File: config.mk
export PLATFORM = sky130hd
export DESIGN_NAME = cwf_refill
export DESIGN_NICKNAME = d
export VERILOG_FILES = /design/src/rtl/cwf_refill.sv
export SDC_FILE = /design/constraint.sdc
export NUM_CORES = 1
export LEC_CHECK = 0
export CAP_MARGIN = 40
export CORE_UTILIZATION = 36
export DETAILED_ROUTE_END_ITERATION = 10
export HOLD_SLACK_MARGIN = 0.1
export PLACE_DENSITY = 0.94
export SYNTH_ARGS = -nofsm -noshare
export SYNTH_HDL_FRONTEND = slang
export SYNTH_SLANG_ARGS = --single-unit
File: constraint.sdc
create_clock -name clk -period 3.31 [get_ports clk]
set_clock_uncertainty 0.1 [all_clocks]
set_input_delay 0.662 -clock clk [delete_from_list [all_inputs] [get_ports clk]]
set_output_delay 0.662 -clock clk [all_outputs]
set_load 0.005 [all_outputs]
File: src/rtl/cwf_refill.sv
module cwf_refill #(
  parameter int WORDS  = 8,
  parameter int DATA_W = 32,
  parameter int IDX_W  = 6,
  parameter int TAG_W  = 20,
  localparam int OFS_W = $clog2(WORDS),
  localparam int CNT_W = $clog2(WORDS + 1)
) (
  input  logic              clk,
  input  logic              rst_n,
  input  logic              miss_req,
  input  logic [IDX_W-1:0]  miss_idx,
  input  logic [TAG_W-1:0]  miss_tag,
  input  logic [OFS_W-1:0]  miss_ofs,
  output logic              miss_ack,
  output logic              busy,
  output logic              mem_req_valid,
  input  logic              mem_req_ready,
  output logic [IDX_W-1:0]  mem_req_idx,
  output logic [TAG_W-1:0]  mem_req_tag,
  output logic [OFS_W-1:0]  mem_req_ofs,
  input  logic              rd_valid,
  output logic              rd_ready,
  input  logic [DATA_W-1:0] rd_data,
  output logic              cpu_valid,
  output logic [DATA_W-1:0] cpu_data,
  output logic              cpu_stall,
  output logic              arr_we,
  output logic [IDX_W-1:0]  arr_idx,
  output logic [OFS_W-1:0]  arr_ofs,
  output logic [DATA_W-1:0] arr_data,
  output logic              tag_we,
  output logic              tag_valid,
  output logic [IDX_W-1:0]  tag_idx,
  output logic [TAG_W-1:0]  tag_data
);

  typedef enum logic [1:0] {S_IDLE, S_REQ, S_FILL, S_DONE} state_t;

  state_t             state;
  logic [IDX_W-1:0]   line_idx;
  logic [TAG_W-1:0]   line_tag;
  logic [OFS_W-1:0]   start_ofs;
  logic [OFS_W-1:0]   cur_ofs;
  logic [CNT_W-1:0]   beats;
  logic               first_pend;
  logic               take;
  logic               last;

  assign busy          = state != S_IDLE;
  assign miss_ack      = miss_req && !busy;
  assign mem_req_valid = state == S_REQ;
  assign mem_req_idx   = line_idx;
  assign mem_req_tag   = line_tag;
  assign mem_req_ofs   = start_ofs;
  assign rd_ready      = state == S_FILL;
  assign take          = rd_valid && rd_ready;
  assign last          = take && (beats == CNT_W'(WORDS - 1));

  assign arr_we    = take;
  assign arr_idx   = line_idx;
  assign arr_ofs   = cur_ofs;
  assign arr_data  = rd_data;
  assign cpu_valid = take && first_pend;
  assign cpu_data  = rd_data;
  assign cpu_stall = first_pend && !take;

  assign tag_we    = miss_ack || state == S_DONE;
  assign tag_valid = state == S_DONE;
  assign tag_idx   = busy ? line_idx : miss_idx;
  assign tag_data  = busy ? line_tag : miss_tag;

  always_ff @(posedge clk) begin
    if (!rst_n) begin
      state      <= S_IDLE;
      line_idx   <= '0;
      line_tag   <= '0;
      start_ofs  <= '0;
      cur_ofs    <= '0;
      beats      <= '0;
      first_pend <= 1'b0;
    end else begin
      case (state)
        S_IDLE: if (miss_ack) begin
          state      <= S_REQ;
          line_idx   <= miss_idx;
          line_tag   <= miss_tag;
          start_ofs  <= miss_ofs;
          cur_ofs    <= miss_ofs;
          beats      <= '0;
          first_pend <= 1'b1;
        end
        S_REQ:  if (mem_req_ready) state <= S_FILL;
        S_FILL: if (take) begin
          cur_ofs    <= (cur_ofs == OFS_W'(WORDS - 1)) ? '0 : cur_ofs + 1'b1;
          beats      <= beats + 1'b1;
          first_pend <= 1'b0;
          if (last) state <= S_DONE;
        end
        default: state <= S_IDLE;
      endcase
    end
  end

endmodule


==> flow_summary.yaml, run 1 <==
yosys:
  synth_seq_cells: 39
  synthTopCellsByArea: "dfxtp_1, buf_4, mux2_2, nand2_1, a21boi_0"
  synth-xor-area-share_pct: 0
  synth_area_sq_um: 2530
  synthCells: 296
  synth.area.mux_share_pct: 13.6
  fraction_of_the_mapped_netlist_area_in_simple_logic_gates_pct: 14.2
  synth-edff-count: 0
  synth.net_count: 369
  synthTopCellsByCount: "buf_4, nand2_1, dfxtp_1"
  synth_top_family_by_area: "buffers and inverters"
  ys.flop_type: "dfxtp_1"
  ys_async_sr_fraction_pct: 0
  synth-seq-area-share_pct: 30.9
  synth.most_common_cell: "buf_4"
  synth_adder_area_share_pct: 3.47
  synth.yosys.warnings: 0
  synth.distinct_cells: 34
  avgSynthCellArea_sq_um: 8.54
  synth_compound_area_share_pct: 13.6
  synth.largest_area_cell: "dfxtp_1"
  synthDominantCellAreaShare_pct: 30.9
power:
  pwr_density_cell_nw_per_um2: 716
  power_leakage_nw: 1.22
  fraction_of_power_consumed_by_the_clock_network_pct: 13.2
  power.net_switching_mw: 0.800
  combinationalPowerShare_pct: 59.1
  pwr-share-seq_pct: 27.7
  net_sw_share_pct: 34.5
  finalPower_mw: 2.32
  vdd_ir_drop_max_uv: 319
  cell_internal_power_mw: 1.52
cts:
  cts_tree: "yes"
  cts.root.buffer_cell: "clkbuf_8"
  ctsHtreeMaxLevel: 2
  clock_tree.buffer_depth: 2
  holdBufCountCts: 0
  cts_post_setup_buffers_inserted: 0
  cts.clk_slew.worst_paths_ps: 80
  tritoncts_num_sinks: 39
  ctsResizeCount: 0
  cts-buffers-inserted: 5
  worst_skew_pair.late_latency_ps: 280
timing:
  setup_tns_ps: 0
  tightestPinTransition_ps: 892
  hold_violations: 0
  max-slew-margin-rel_pct: 38.9
  rsz0062_at_grt: "no"
  achievable-frequency_mhz: 333
  final_min_period_over_clock_period_pct: 90.8
  pnr_worst_setup_slack_ps: 304
  finalSetupViolCount: 0
  fin_crit_ps: 3010
  drv_slew: 0
worst_hold_path:
  min_path_type: "reg2reg"
  min_delay_path_depth: 2
  hold_path_origin: "mem_req_ofs[0]$_SDFFE_PN0P_"
  whs_endpoint: "mem_req_ofs[0]$_SDFFE_PN0P_"
critical_path:
  worstSetupPathType: "in2out"
  critical_path_required_ps: 2550
  end_kind: "primary output"
  critPathMostFrequentCell: "clkdlybuf4s50_1"
  path_max_fanout: 12
  r2r.worst_path.cells: 5
  rr_startpoint: "state[0]$_SDFFE_PN0P_"
  timing.reg2reg.setup_slack_ps: 1100
  slowest_stage: "clkdlybuf4s50_1"
  setup.worst_path.start_class: "primary input"
  cp.arrival_ps: 2240
  worst_path_largest_cell_delay_ps: 540
  cp_cell_sequence: "clkdlybuf4s50_1 -> nand2_1 -> nand2b_1 -> clkdlybuf4s50_1"
  capture_instance_of_the_worst_register_to_register_path: "beats[2]$_SDFFE_PN0P_"
grt:
  grt_max_degree: 30
  antenna_found_initial: 0
  grt.overflow.total: 0
  grt_first_pass_wirelength_um: 10000
  first_global_vias: 1957
  grt_usage_pct: 17.3
detailed_routing:
  drtIter0Drc: 46
  viasPerCell: 4.81
  via_count: 2050
  remaining_design_rule_violation_count: 0
  drt-wirelength-per-cell_um: 15.1
  route.final.wire_length_um: 6450
  postRouteAntennaNets: 0
  drt-pass1-iter-count: 4
placed_design:
  buffer_ports.inserted: 106
  placed_cells_incl_taps: 418
  detailed_place_hpwl_um: 5010
  gp_congestion: 0.689
  pre_cts_slack_ps: 270
cells_and_area:
  postLayoutCoreUtil_pct: 47.7
  final_layout_size_suffix_gt1_share_pct: 11.8
  area_growth_pct: 28.2
  antennaDiodeCount: 0
  final-instance-count-excl-fill: 426
  fin_nets: 402
floorplanning:
  floorplan.io_pins: 203
  die_area_sq_um: 7360
  row_count: 30
  die_y_um: 85.8
  initial_utilization_pct: 37.2
  die_width_um: 85.8
  fp.coreArea_sq_um: 6790
status:
  outcome: "finished clean"
flow_run:
  drv_cap: 0
-- power groups by stage --
| stage | clock [mW] | sequential (mW) | combinational (mW) |
|---|---|---|---|
| after global routing | 0.344 | 0.657 | 1.49 |
| after global placement | 0 | 0.645 | 1.35 |
| after CTS | 0.323 | 0.643 | 1.39 |
| after floorplan | 0 | 0.645 | 0.752 |
| final | 0.306 | 0.643 | 1.37 |
| after detailed placement | 0 | 0.654 | 1.38 |
-- layout make-up --
cell class,count,area (sq um)
clock buffer,7,76.3
tap,96,120
multi-input combinational,166,1130
fill,655,3550
sequential,39,781
inverter,5,18.8
timing repair buffer,112,1110
clock inverter,1,5.00
-- critical path, delay by kind of cell --
kind | cells | cell delay, ps
simple gates | 2 | 520
buf+inv | 2 | 1050
-- cells by family after synthesis --
| kind of cell | Yosys count |
|---|---|
| mux | 31 |
| fa+ha+maj | 7 |
| buf+inv | 91 |
| flops | 39 |
| simple gates | 81 |
| compound gates | 47 |
-- metrics by stage --
step / hold WS, ps / area [sq um]
after global routing: 399 / 3240
final: 367 / 3240
after CTS: 364 / 3240
after detailed placement: 353 / 3160
after floorplan: 343 / 2530
after global placement: 345 / 3160
-- worst max-delay path by stage --
stage                                     start           end
after floorplan           state[0]$_SDFFE_PN0P_  tag_data[10]
after global placement                 miss_req        tag_we
after detailed placement               miss_req        tag_we
after CTS                              miss_req        tag_we
after global routing      state[0]$_SDFFE_PN0P_        tag_we
final                                  miss_req        tag_we
-- placed cells by master (no fill, tap or decap), drive strengths merged, types with 2 or more instances in the layout --
cell and count:
a21boi 33, buf 6, clkbuf 7, clkdlybuf4s50 106, dfxtp 39, ha 7
inv 5, mux2 27, mux2i 4, nand2 62, nand2b 2, nand3 2
nand3b 3, nand4b 2, nor2b 3, o21ai 5, o21bai 2, o311a 2
-- flip-flops by register name, summed over array words and instances (netlist names) --
| signal | count |
|---|---|
| state | 2 |
| beats | 4 |
| first_pend | 1 |
| arr_ofs | 3 |
| mem_req_tag | 20 |
| mem_req_ofs | 3 |
| arr_idx | 6 |
-- layer usage --
layer	up-vias	track usage, %	part of all wire, %
met5	-	0	0
met4	0	4.39	1.1
met3	9	5.49	8.5
met2	112	32.8	53
met1	957	18.6	37
li1	972	-	-
Power figures use the tool's default switching activity.
==> run 2, diff against run 1 <==
- CORE_ASPECT_RATIO: unset -> 0.6
==> run 2 against run 1 <==
Maximum frequency increased by 8.4%. Largest cell class unchanged. Worst setup slack better by 230 ps. Via count decreased by 0.44%. Cell area grew 2.7%. Routed wire length decreased by 4.9%. Critical path depth did not move. Global-route usage down 0.87 points. Cell count fell by 1.4%. Non-clock buffer count is 3 higher. Worst hold slack is essentially flat. Critical endpoint is now cpu_stall. Die area increased by 0.15%. Register-to-register slack better by 190 ps.
==> flow_summary.yaml, run 2 (synthesis gave the netlist of run 1 again) <==
power:
  finalPower_mw: 2.54
  fraction_of_power_consumed_by_the_clock_network_pct: 19.4
  vdd_ir_drop_max_uv: 348
  power_leakage_nw: 1.27
  combinationalPowerShare_pct: 55.2
  power.net_switching_mw: 0.833
  pwr_density_cell_nw_per_um2: 765
  net_sw_share_pct: 32.7
  cell_internal_power_mw: 1.71
  pwr-share-seq_pct: 25.3
cells_and_area:
  fin_nets: 405
  largest_register_ff_count: 20
  layout_common_cells: "clkdlybuf4s50_1, nand2_1, dfxtp_1"
  n_fill_cell: 635
  antennaDiodeCount: 0
  final_layout_size_suffix_gt1_share_pct: 12.9
  layout.cells.most_common: "clkdlybuf4s50_1"
  area_growth_pct: 31.6
critical_path:
  end_kind: "primary output"
  setup.worst_path.start_class: "primary input"
  cp.arrival_ps: 2010
  timing.reg2reg.setup_slack_ps: 1290
  r2r.worst_path.cells: 7
  critical_path_required_ps: 2550
  capture_instance_of_the_worst_register_to_register_path: "beats[3]$_SDFFE_PN0P_"
  rr_startpoint: "state[0]$_SDFFE_PN0P_"
  path_max_fanout: 6
  worstSetupPathType: "in2out"
timing:
  hold_violations: 0
  achievable-frequency_mhz: 360
  finalSetupViolCount: 0
  final_min_period_over_clock_period_pct: 83.8
  tightestPinTransition_ps: 371
  fin_crit_ps: 2770
  drv_slew: 0
  setup_tns_ps: 0
  max-slew-margin-rel_pct: 75.2
  rsz0062_at_grt: "no"
cts:
  ctsHtreeMaxLevel: 2
  worst_skew_pair.late_latency_ps: 270
  tritoncts_num_sinks: 39
  cts.root.buffer_cell: "clkbuf_16"
  cts.clk_slew.worst_paths_ps: 60
  cts_tree: "yes"
  cts_post_setup_buffers_inserted: 0
  ctsResizeCount: 0
  clock_tree.buffer_depth: 2
  cts-buffers-inserted: 5
  holdBufCountCts: 0
grt:
  grt.overflow.total: 0
  first_global_vias: 1875
  grt_first_pass_wirelength_um: 9260
  antenna_found_initial: 0
  grt_max_degree: 30
  grt_usage_pct: 16.5
worst_hold_path:
  whs_endpoint: "mem_req_ofs[2]$_SDFFE_PN0P_"
  min_path_type: "reg2reg"
  hold_path_origin: "mem_req_ofs[2]$_SDFFE_PN0P_"
  min_delay_path_depth: 2
detailed_routing:
  drtIter0Drc: 86
  remaining_design_rule_violation_count: 0
  route.final.wire_length_um: 6130
  drt-wirelength-per-cell_um: 14.6
  viasPerCell: 4.86
  postRouteAntennaNets: 0
  via_count: 2041
  drt-pass1-iter-count: 4
status:
  outcome: "finished clean"
floorplanning:
  die_width_um: 110
  initial_utilization_pct: 37.5
  floorplan.io_pins: 203
  row_count: 23
  fp.coreArea_sq_um: 6730
  die_y_um: 66.9
  die_area_sq_um: 7370
placed_design:
  gp_congestion: 0.843
  buffer_ports.inserted: 106
  detailed_place_hpwl_um: 4540
flow_run:
  drv_cap: 0
run 2: cell types whose count changed in the layout (fill, tap and decap cells not counted):
cell and delta:
buf_4 +3, clkbuf_1 -1, clkbuf_16 +5, clkbuf_8 -3, clkinv_2 -1
run 2: layout make-up:
type	count	area [sq um]	area share [%]
repair buffers	115	1130	33.9
inverters	5	18.8	0.564
well taps	87	109	3.27
clock buffers	8	156	4.70
flip-flops and latches	39	781	23.5
multi-input cells	166	1130	34.1
run 2: layer usage:
metal / track usage, % / wire length [um] / vias to the layer above / share of wire (%)
met4: 3.13 / 42 / 0 / 0.68
li1: - / - / 984 / -
met2: 28.0 / 2910 / 97 / 47
met5: 0 / 0 / - / 0
met1: 19.8 / 2690 / 951 / 44
met3: 6.36 / 483 / 9 / 7.9
run 2: power groups by stage:
stage	sequential [mW]	clock, mW	combinational (mW)
3_3_place_gp	0.645	0	1.39
2_1_floorplan	0.645	0	0.752
3_5_place_dp	0.655	0	1.41
6_report	0.645	0.494	1.41
5_1_grt	0.661	0.536	1.53
4_1_cts	0.646	0.514	1.42
run 2: worst max path at each step:
stage | from | to | slack [ps] | cells past startpoint
finish | rd_valid | cpu_stall | 540 | 4
global route | rd_valid | cpu_stall | 440 | 4
detailed placement | rd_valid | cpu_stall | 530 | 4
floorplan | state[0]$_SDFFE_PN0P_ | tag_data[10] | 1150 | 5
CTS | rd_valid | cpu_stall | 520 | 4
global placement | rd_valid | cpu_stall | 590 | 4
run 2: per-stage QoR:
| step | cell area (sq um) | worst slack (ps) | hold slack, ps | std cells | utilization (%) |
|---|---|---|---|---|---|
| detailed placement | 3170 | 533 | 363 | 412 | 47.1 |
| global placement | 3170 | 592 | 350 | 412 | 47.1 |
| floorplan | 2530 | 1150 | 343 | 296 | - |
| finish | 3330 | 536 | 367 | 420 | 49.4 |
| global route | 3330 | 443 | 394 | 420 | 49.4 |
| CTS | 3330 | 524 | 371 | 420 | 49.4 |
run 2: worst max-delay path: stages:
cell and delay (ps):
clkdlybuf4s50_1 510, and2_1 220, nor2b_1 110, clkdlybuf4s50_1 520
==> run 3, diff against run 2 <==
- CORE_UTILIZATION: 36 -> 30
- PLACE_DENSITY: 0.94 -> 0.84
- clock period: 3.31 -> 2.37 ns (I/O delays scaled with it)
==> run 3 against run 2 <==
Via count grew 0.73%. Global-route usage shrank 2.0 points. Combinational power grew 63%. Flip-flop and latch count is the same. Sequential power grew 41%. Count of clock-buffer cells in the layout is the same. Largest power group unchanged.
==> flow_summary.yaml, run 3 (synthesis gave the netlist of run 1 again) <==
status:
  outcome: "finished clean"
grt:
  grt_usage_pct: 14.5
  grt_max_degree: 42
  first_global_vias: 1978
  grt.overflow.total: 0
  antenna_found_initial: 0
  grt_first_pass_wirelength_um: 9960
cts:
  clock_tree.buffer_depth: 2
  cts.root.buffer_cell: "clkbuf_16"
  ctsHtreeMaxLevel: 2
  worst_skew_pair.late_latency_ps: 280
  holdBufCountCts: 0
  cts.clk_slew.worst_paths_ps: 60
  cts_tree: "yes"
  cts-buffers-inserted: 5
  tritoncts_num_sinks: 39
critical_path:
  end_kind: "primary output"
  worstSetupPathType: "reg2out"
  path_max_fanout: 6
  critical_path_required_ps: 1800
  timing.reg2reg.setup_slack_ps: 340
  setup.worst_path.start_class: "flip-flop"
  cp.arrival_ps: 1730
cells_and_area:
  final-instance-count-excl-fill: 454
  n_fill_cell: 786
  ff_latch_area_sq_um: 786
  antennaDiodeCount: 0
  final_layout_size_suffix_gt1_share_pct: 19.1
  area_growth_pct: 38.7
  largest_register_ff_count: 20
  layout_common_cells: "clkdlybuf4s50_1, nand2_1, dfxtp_1"
  multi_input_area_sq_um: 1150
  layout.cells.most_common: "clkdlybuf4s50_1"
  layout.cell_area.non_filler_sq_um: 3500
  fin_nets: 418
power:
  net_sw_share_pct: 32.6
  power_leakage_nw: 1.42
  power.net_switching_mw: 1.27
  fraction_of_power_consumed_by_the_clock_network_pct: 17.9
  vdd_ir_drop_max_uv: 335
  combinationalPowerShare_pct: 58.9
  cell_internal_power_mw: 2.63
  pwr-share-seq_pct: 23.3
  pwr_density_cell_nw_per_um2: 1110
floorplanning:
  die_width_um: 120
  fp.coreArea_sq_um: 8010
  floorplan.io_pins: 203
  die_area_sq_um: 8810
  die_y_um: 73.1
  initial_utilization_pct: 31.6
  row_count: 25
detailed_routing:
  drtIter0Drc: 35
  route.final.wire_length_um: 6310
  remaining_design_rule_violation_count: 0
  drt-wirelength-per-cell_um: 13.9
  viasPerCell: 4.53
  drt-pass1-iter-count: 4
  via_count: 2056
  postRouteAntennaNets: 0
timing:
  achievable-frequency_mhz: 434
  max-slew-margin-rel_pct: 76.0
  fin_crit_ps: 2300
  tightestPinTransition_ps: 357
  hold_violations: 0
  finalSetupViolCount: 0
  drv_slew: 0
  rsz0062_at_grt: "no"
  final_min_period_over_clock_period_pct: 97.2
placed_design:
  buffer_ports.inserted: 106
  placed_cells_incl_taps: 435
  detailed_place_hpwl_um: 4410
  gp_congestion: 0.711
  postPlaceCellArea_sq_um: 3220
worst_hold_path:
  min_path_type: "reg2reg"
flow_run:
  drv_cap: 0
[run 3: through the flow]
stage | total power, mW | TNS, ps | hold WS (ps) | util [%] | worst slack [ps]
after CTS | 3.94 | -128 | 357 | 43.7 | -61.5
after global placement | 2.87 | -17.2 | 345 | 40.3 | -17.2
after global routing | 4.19 | 0 | 391 | 43.8 | 0.229
final | 3.90 | 0 | 355 | 43.8 | 65.7
after detailed placement | 2.92 | -17.3 | 348 | 40.3 | -17.3
after floorplan | 1.95 | 0 | 343 | - | 401
[run 3: power groups by stage]
stage | sequential [mW] | combinational (mW) | clock (mW)
detailed placement | 0.911 | 2.01 | 0
global placement | 0.900 | 1.97 | 0
CTS | 0.904 | 2.31 | 0.725
global route | 0.931 | 2.51 | 0.751
finish | 0.908 | 2.30 | 0.696
floorplan | 0.900 | 1.05 | 0
[run 3: worst paths after layout]
check                                    from                     endpoint  cells past startpoint
setup / recovery        state[0]$_SDFFE_PN0P_                 tag_data[14]                      6
hold / removal    mem_req_ofs[0]$_SDFFE_PN0P_  mem_req_ofs[0]$_SDFFE_PN0P_                      2
setup reg to reg        state[1]$_SDFFE_PN0P_      arr_ofs[2]$_SDFFE_PN0P_                      9
hold reg to reg   mem_req_ofs[0]$_SDFFE_PN0P_  mem_req_ofs[0]$_SDFFE_PN0P_                      2
[run 3: worst max-delay path, cell delays in order, from the launching register on]
cell and delay, ps:
dfxtp_4 360, inv_4 60, ha_4 190, buf_12 130
buf_4 110, mux2_2 330, dlygate4sd2_1 270
[run 3: per-layer routing]
layer,vias up,GRT usage (%),part of all wire (%)
met5,-,0,0
met4,0,2.47,0.27
met3,5,6.80,9.3
met2,103,23.2,44
met1,938,18.0,46
li1,1010,-,-
[run 3: cell type report]
type	count	share of cell area, %
timing repair buffer	128	35.9
sequential	39	22.4
inverter	5	0.607
multi-input combinational	166	32.8
tap	108	3.86
clock buffer	8	4.46
[run 3: timing repair]
item	CTS	global route
pin swaps	1	1
hold endpoints to repair	0	0
gates resized for setup	41	13
cloned	2	0
setup buffers	8	1
endpoints found under the setup margin	29	14
